===== src/rtl/slic_line_ctrl.sv =====
module slic_line_ctrl #(
  parameter int unsigned STARTUP_TICKS  = 1000,
  parameter int unsigned RING_ON_TICKS  = 2_000_000,
  parameter int unsigned RING_OFF_TICKS = 4_000_000,
  parameter int unsigned DEBOUNCE_TICKS = 5000,
  parameter int unsigned COOL_TICKS     = 10_000_000
) (
  input  logic       clk,
  input  logic       rst_n,
  input  logic       cmd_valid,
  input  logic [1:0] cmd_code,
  input  logic       single_det,
  input  logic       det_shd_n,
  input  logic       det_rtd_n,
  input  logic       therm_alm_n,
  output logic [1:0] mode_code,
  output logic       pwr_dn_n,
  output logic       rst_sel,
  output logic       ring_drive,
  output logic       offhook,
  output logic       ring_trip
);

  localparam int unsigned T_A  = (STARTUP_TICKS > RING_ON_TICKS) ? STARTUP_TICKS : RING_ON_TICKS;
  localparam int unsigned T_B  = (RING_OFF_TICKS > COOL_TICKS) ? RING_OFF_TICKS : COOL_TICKS;
  localparam int unsigned TMAX = (T_A > T_B) ? T_A : T_B;
  localparam int unsigned CW   = $clog2(TMAX + 1);
  localparam int unsigned DW   = $clog2(DEBOUNCE_TICKS + 1);

  typedef enum logic [2:0] {S_BOOT, S_FEED, S_RING, S_DENY, S_COOL} state_t;

  state_t        st;
  logic [CW-1:0] cnt;
  logic          ph_on;
  logic [1:0]    sy1, sy2, deb;
  logic [DW-1:0] dcnt [2];
  logic          alm1, alm2;
  logic          alarm, sel_rtd, valid_off;

  always_ff @(posedge clk or negedge rst_n) begin
    if (!rst_n) begin
      sy1  <= 2'b11;
      sy2  <= 2'b11;
      alm1 <= 1'b1;
      alm2 <= 1'b1;
    end else begin
      sy1  <= {det_rtd_n, det_shd_n};
      sy2  <= sy1;
      alm1 <= therm_alm_n;
      alm2 <= alm1;
    end
  end

  always_ff @(posedge clk or negedge rst_n) begin
    if (!rst_n) begin
      deb <= 2'b11;
      for (int i = 0; i < 2; i++) dcnt[i] <= '0;
    end else begin
      for (int i = 0; i < 2; i++) begin
        if (sy2[i] != deb[i]) begin
          if (dcnt[i] == DW'(DEBOUNCE_TICKS - 1)) begin
            deb[i]  <= sy2[i];
            dcnt[i] <= '0;
          end else begin
            dcnt[i] <= dcnt[i] + 1'b1;
          end
        end else begin
          dcnt[i] <= '0;
        end
      end
    end
  end

  assign alarm     = !alm2;
  assign sel_rtd   = (st == S_RING) && !single_det;
  assign valid_off = sel_rtd ? !deb[1] : !deb[0];

  always_ff @(posedge clk or negedge rst_n) begin
    if (!rst_n) begin
      st        <= S_BOOT;
      cnt       <= '0;
      ph_on     <= 1'b0;
      ring_trip <= 1'b0;
    end else begin
      ring_trip <= 1'b0;
      if (alarm && st != S_COOL) begin
        st    <= S_COOL;
        cnt   <= '0;
        ph_on <= 1'b0;
      end else begin
        case (st)
          S_BOOT: begin
            if (cnt == CW'(STARTUP_TICKS - 1)) begin
              st  <= S_FEED;
              cnt <= '0;
            end else begin
              cnt <= cnt + 1'b1;
            end
          end
          S_FEED, S_DENY: begin
            if (cmd_valid) begin
              case (cmd_code)
                2'b00: st <= S_FEED;
                2'b01: begin
                  st    <= S_RING;
                  ph_on <= 1'b1;
                  cnt   <= '0;
                end
                2'b10: st <= S_DENY;
                default: ;
              endcase
            end
          end
          S_RING: begin
            if (valid_off) begin
              st        <= S_FEED;
              ring_trip <= 1'b1;
              ph_on     <= 1'b0;
              cnt       <= '0;
            end else if (cmd_valid && (cmd_code == 2'b00 || cmd_code == 2'b10)) begin
              st    <= (cmd_code == 2'b00) ? S_FEED : S_DENY;
              ph_on <= 1'b0;
              cnt   <= '0;
            end else if (ph_on && cnt == CW'(RING_ON_TICKS - 1)) begin
              ph_on <= 1'b0;
              cnt   <= '0;
            end else if (!ph_on && cnt == CW'(RING_OFF_TICKS - 1)) begin
              ph_on <= 1'b1;
              cnt   <= '0;
            end else begin
              cnt <= cnt + 1'b1;
            end
          end
          S_COOL: begin
            if (alarm) begin
              cnt <= '0;
            end else if (cnt == CW'(COOL_TICKS - 1)) begin
              st  <= S_FEED;
              cnt <= '0;
            end else begin
              cnt <= cnt + 1'b1;
            end
          end
          default: st <= S_BOOT;
        endcase
      end
    end
  end

  always_comb begin
    case (st)
      S_FEED:  begin mode_code = 2'b11;              pwr_dn_n = 1'b1; end
      S_RING:  begin mode_code = {1'b1, !single_det}; pwr_dn_n = 1'b1; end
      S_DENY:  begin mode_code = 2'b00;              pwr_dn_n = 1'b1; end
      default: begin mode_code = 2'b01;              pwr_dn_n = 1'b0; end
    endcase
  end

  assign rst_sel    = 1'b1;
  assign ring_drive = (st == S_RING) && ph_on && !valid_off;
  assign offhook    = valid_off && (st == S_FEED || st == S_RING);

  assert_pd_quiet_R5: assert property (@(posedge clk) disable iff (!rst_n)
    !pwr_dn_n |-> !ring_drive);

  assert_ring_f1_R3: assert property (@(posedge clk) disable iff (!rst_n)
    ring_drive |-> (mode_code[1] && mode_code[0] == !single_det));

  assert_deny_blind_R7: assert property (@(posedge clk) disable iff (!rst_n)
    (mode_code == 2'b00) |-> !offhook);

  assert_alarm_pd_R10: assert property (@(posedge clk) disable iff (!rst_n)
    !alm2 |=> !pwr_dn_n);

  assert_trip_feed_R8: assert property (@(posedge clk) disable iff (!rst_n)
    ring_trip |-> (mode_code == 2'b11 && !ring_drive));

  assert_trip_pulse_R8: assert property (@(posedge clk) disable iff (!rst_n)
    ring_trip |=> !ring_trip);

endmodule


===== config.mk =====
export PLATFORM = sky130hd
export DESIGN_NAME = slic_line_ctrl
export DESIGN_NICKNAME = d
export VERILOG_FILES = /design/src/rtl/slic_line_ctrl.sv
export SDC_FILE = /design/constraint.sdc
export NUM_CORES = 1
export LEC_CHECK = 0
export ABC_CLOCK_PERIOD_IN_PS = 4800
export BUFFER_PORTS_ARGS = -buffer_cell sky130_fd_sc_hd__buf_4
export CELL_PAD_IN_SITES_DETAIL_PLACEMENT = 1
export CELL_PAD_IN_SITES_GLOBAL_PLACEMENT = 1
export CORE_MARGIN = 2
export CORE_UTILIZATION = 51
export CTS_CLUSTER_DIAMETER = 100
export DETAILED_ROUTE_END_ITERATION = 12
export PLACE_DENSITY_LB_ADDON = 0.1
export REMOVE_ABC_BUFFERS = 1
export SLEW_MARGIN = 20
export SYNTH_ARGS = -nofsm -noshare
export SYNTH_HDL_FRONTEND = slang
export SYNTH_SLANG_ARGS = --single-unit

===== constraint.sdc =====
create_clock -name clk -period 4.8 [get_ports clk]
set_input_delay 0.96 -clock clk [delete_from_list [all_inputs] [get_ports clk]]
set_output_delay 0.96 -clock clk [all_outputs]
set_load 0.01 [all_outputs]

==> results.json <==
{
  "grt.busiest_layer": "met2",
  "worst-path-buf-inv": 2,
  "cts.repair.resized": 0,
  "synth.top_cells.by_area": "dfrtp_1 (39%), nor2_1 (6.4%), dfstp_2 (6.0%)",
  "crit_type": "input port to register",
  "worst-r2r-setup-slack_ns": 2.01,
  "rsz0062_at_grt": "false",
  "synth_area_per_cell_um2": 9.252,
  "cap_violations": 0,
  "worstSkewPairLatency_ns": 0.35,
  "die_h_um": 87.03,
  "worst_slew_pin_slew_ns": 1.123,
  "cp-end-kind": "register",
  "drcViolationCount": 0,
  "power_leakage_uw": 0.001621,
  "yosys.area.top_type": "dfrtp_1",
  "ys_seq_elements": 63,
  "drtAntennaViolNets": 0,
  "instances_no_fill": 474,
  "cts_hold_buf": 0,
  "slowest_stage": "o22ai_1",
  "clockRootBuffer": "clkbuf_8",
  "rows": 30,
  "fillCellCount": 768,
  "use_met2_pct": 43.23,
  "gp_congestion": 0.8744,
  "setup_violations": 0,
  "routed_via_density": 5.985,
  "clock.fmax_mhz": 330.4,
  "max-slew-margin-rel_pct": 24.43,
  "syn_inst": 380,
  "p_per_area_mw_per_mm2": 349.2,
  "period_share_pct": 63.05,
  "grt_use_total_pct": 24.68,
  "final-hold-violation-count": 0,
  "initial_utilization_pct": 52.33,
  "required_ns": 4.99,
  "place_inst": 458,
  "mappedNetlistArea_mm2": 0.003516,
  "period_needed_ns": 3.026,
  "fin_nets": 405,
  "synth_top_area_share_pct": 39.15,
  "hold_end": "sy2[1]$_DFF_PN1_",
  "synth_most_common_cell": "nor2_1",
  "drive_gt1_share_pct": 14.47,
  "critical_path.startpoint_type": "input port",
  "initialDrtViolationCount": 116,
  "grt_max_degree": 64,
  "yosysSeqAreaShare_pct": 45.12,
  "cts_inserted_buffers": 9,
  "wire_per_inst_um": 18.47,
  "r2r_start": "st[2]$_DFFE_PN0P_",
  "synthDistinctLibCells": 55,
  "clockBufferDepth": 2,
  "wl_um": 8757,
  "post-cts-setup-buffers": 0,
  "holdWs_ns": 0.3549,
  "yosys_warnings": 0,
  "clkSinkCount": 63,
  "global_route.usage.met1_pct": 29.74,
  "hp-start": "sy1[1]$_DFF_PN1_",
  "cp.arrival_ns": 3.22,
  "grt_pass1_vias": 2897,
  "drtPass1Iterations": 4,
  "clock_skew_ns": 0.01080,
  "pin_count": 16,
  "die_w_um": 87.03,
  "synth-main-ff-cell": "dfrtp_1",
  "met3_usage_pct": 6.161,
  "overflow": 0,
  "path_cells": "buf_4, inv_1, ha_1, nand2_1, o22ai_1, nor2_1, nor3_4, nor3_1",
  "grt_pass1_wl_um": 14320,
  "die-area_mm2": 0.007574,
  "netlist_top_cells_count": "nor2_1 (60), dfrtp_1 (55), nand2_1 (32)",
  "holdCritPathClass": "register to register",
  "hpwl_um": 5947,
  "synth_enable_flop_cells": 0,
  "status": "finished clean",
  "core_area_mm2": 0.006719,
  "slowest_delay_ns": 0.66,
  "async_flop_share_pct": 100.0,
  "setup_tns_ns": 0,
  "grt_antenna_before_repair": 0,
  "r2r_cells": 5,
  "clkSlewWorstSetupHoldPaths_ns": 0.08,
  "cp_max_fo": 15,
  "timing.rr.end": "cnt[6]$_DFFE_PN0P_",
  "syn_to_final_growth_pct": 9.751,
  "vias": 2837,
  "peakVddDrop_mv": 0.2080,
  "drv_slew": 0,
  "cts_max_level": 3,
  "hold_depth": 0,
  "io_buffer_count": 14,
  "diodes": 0,
  "crit_family": "simple AND/OR/NAND/NOR gates",
  "cts_tree": "built"
}
[how the worst max path moves through the flow]
stage	to	start	slack, ns	depth (start not counted)
floorplan	cnt[15]$_DFFE_PN0P_	cmd_code[1]	1.71	8
global placement	cnt[3]$_DFFE_PN0P_	cmd_code[1]	1.60	8
detailed placement	cnt[3]$_DFFE_PN0P_	cmd_code[1]	1.45	8
CTS	cnt[6]$_DFFE_PN0P_	cmd_code[1]	1.79	8
global route	cnt[6]$_DFFE_PN0P_	cmd_code[1]	1.49	8
finish	cnt[6]$_DFFE_PN0P_	cmd_code[1]	1.77	8
[kinds of logic (layout without fill, tap and decap cells)]
family | Yosys count | after routing | share of synthesized area, %
adders and majority gates | 7 | 7 | 2.491
AOI/OAI and AO/OA | 47 | 47 | 8.755
xor gates and xnor gates | 33 | 33 | 8.221
other | 1 | 1 | 0.1067
muxes | 8 | 8 | 2.384
and+or+nand+nor | 195 | 195 | 29.57
DFF | 63 | 63 | 45.12
buffers and inverters | 26 | 40 | 3.345
[per-stage QoR]
| stage | setup WS, ns | utilization (%) | area, um^2 | power, uW |
|---|---|---|---|---|
| floorplan | 1.714 | - | 3432 | 774.0 |
| global placement | 1.602 | 54.34 | 3651 | 864.9 |
| detailed placement | 1.454 | 54.34 | 3651 | 879.8 |
| CTS | 1.790 | 57.43 | 3859 | 1359 |
| global route | 1.491 | 57.43 | 3859 | 1423 |
| finish | 1.774 | 57.43 | 3859 | 1347 |
[layout by cell type (no fill, tap or decap), drive strengths merged, types with 8 or more instances in the layout]
master	n
xnor2	14
xor2	19
inv	8
nor2	61
nor4	9
dfstp	8
dfrtp	55
a21oi	17
o21ai	12
clkbuf	11
buf	15
nor3	18
and3	14
nand2	32
nand4	13
nand3	23
[where the power goes]
group	switching [uW]	leakage (uW)	internal [uW]
sequential	46.2	0.000840	558
combinational	177	0.000676	85.6
clock	214	0.000105	267
[worst reg2reg max path: cells and delay by family (launching register included)]
kind	cells	cell delay, ns
AOI/OAI and AO/OA	1	0.65
and+or+nand+nor	4	1.41
DFF	1	0.58
[cell type report]
cell class	instances	area [um^2]	share of cell area, %
Sequential cell	63	1587	41.12
Multi-Input combinational cell	291	1818	47.11
Inverter	9	33.78	0.8755
Clock buffer	11	151.4	3.923
Tap cell	80	100.1	2.594
Clock inverter	5	56.30	1.459
Timing Repair Buffer	15	112.6	2.918
[state kept, by name, indices dropped and copies added, names as in the netlist]
signal,count
st,3
alm1,1
sy2,2
cnt,24
dcnt,26
alm2,1
sy1,2
ph_on,1
ring_trip,1
deb,2
[per-layer routing]
| layer | up-vias | wire (um) |
|---|---|---|
| met4 | 0 | 109 |
| met2 | 37 | 4589 |
| met5 | - | 0 |
| met3 | 9 | 211 |
| li1 | 1356 | - |
| met1 | 1435 | 3847 |
Power figures use the tool's default switching activity.
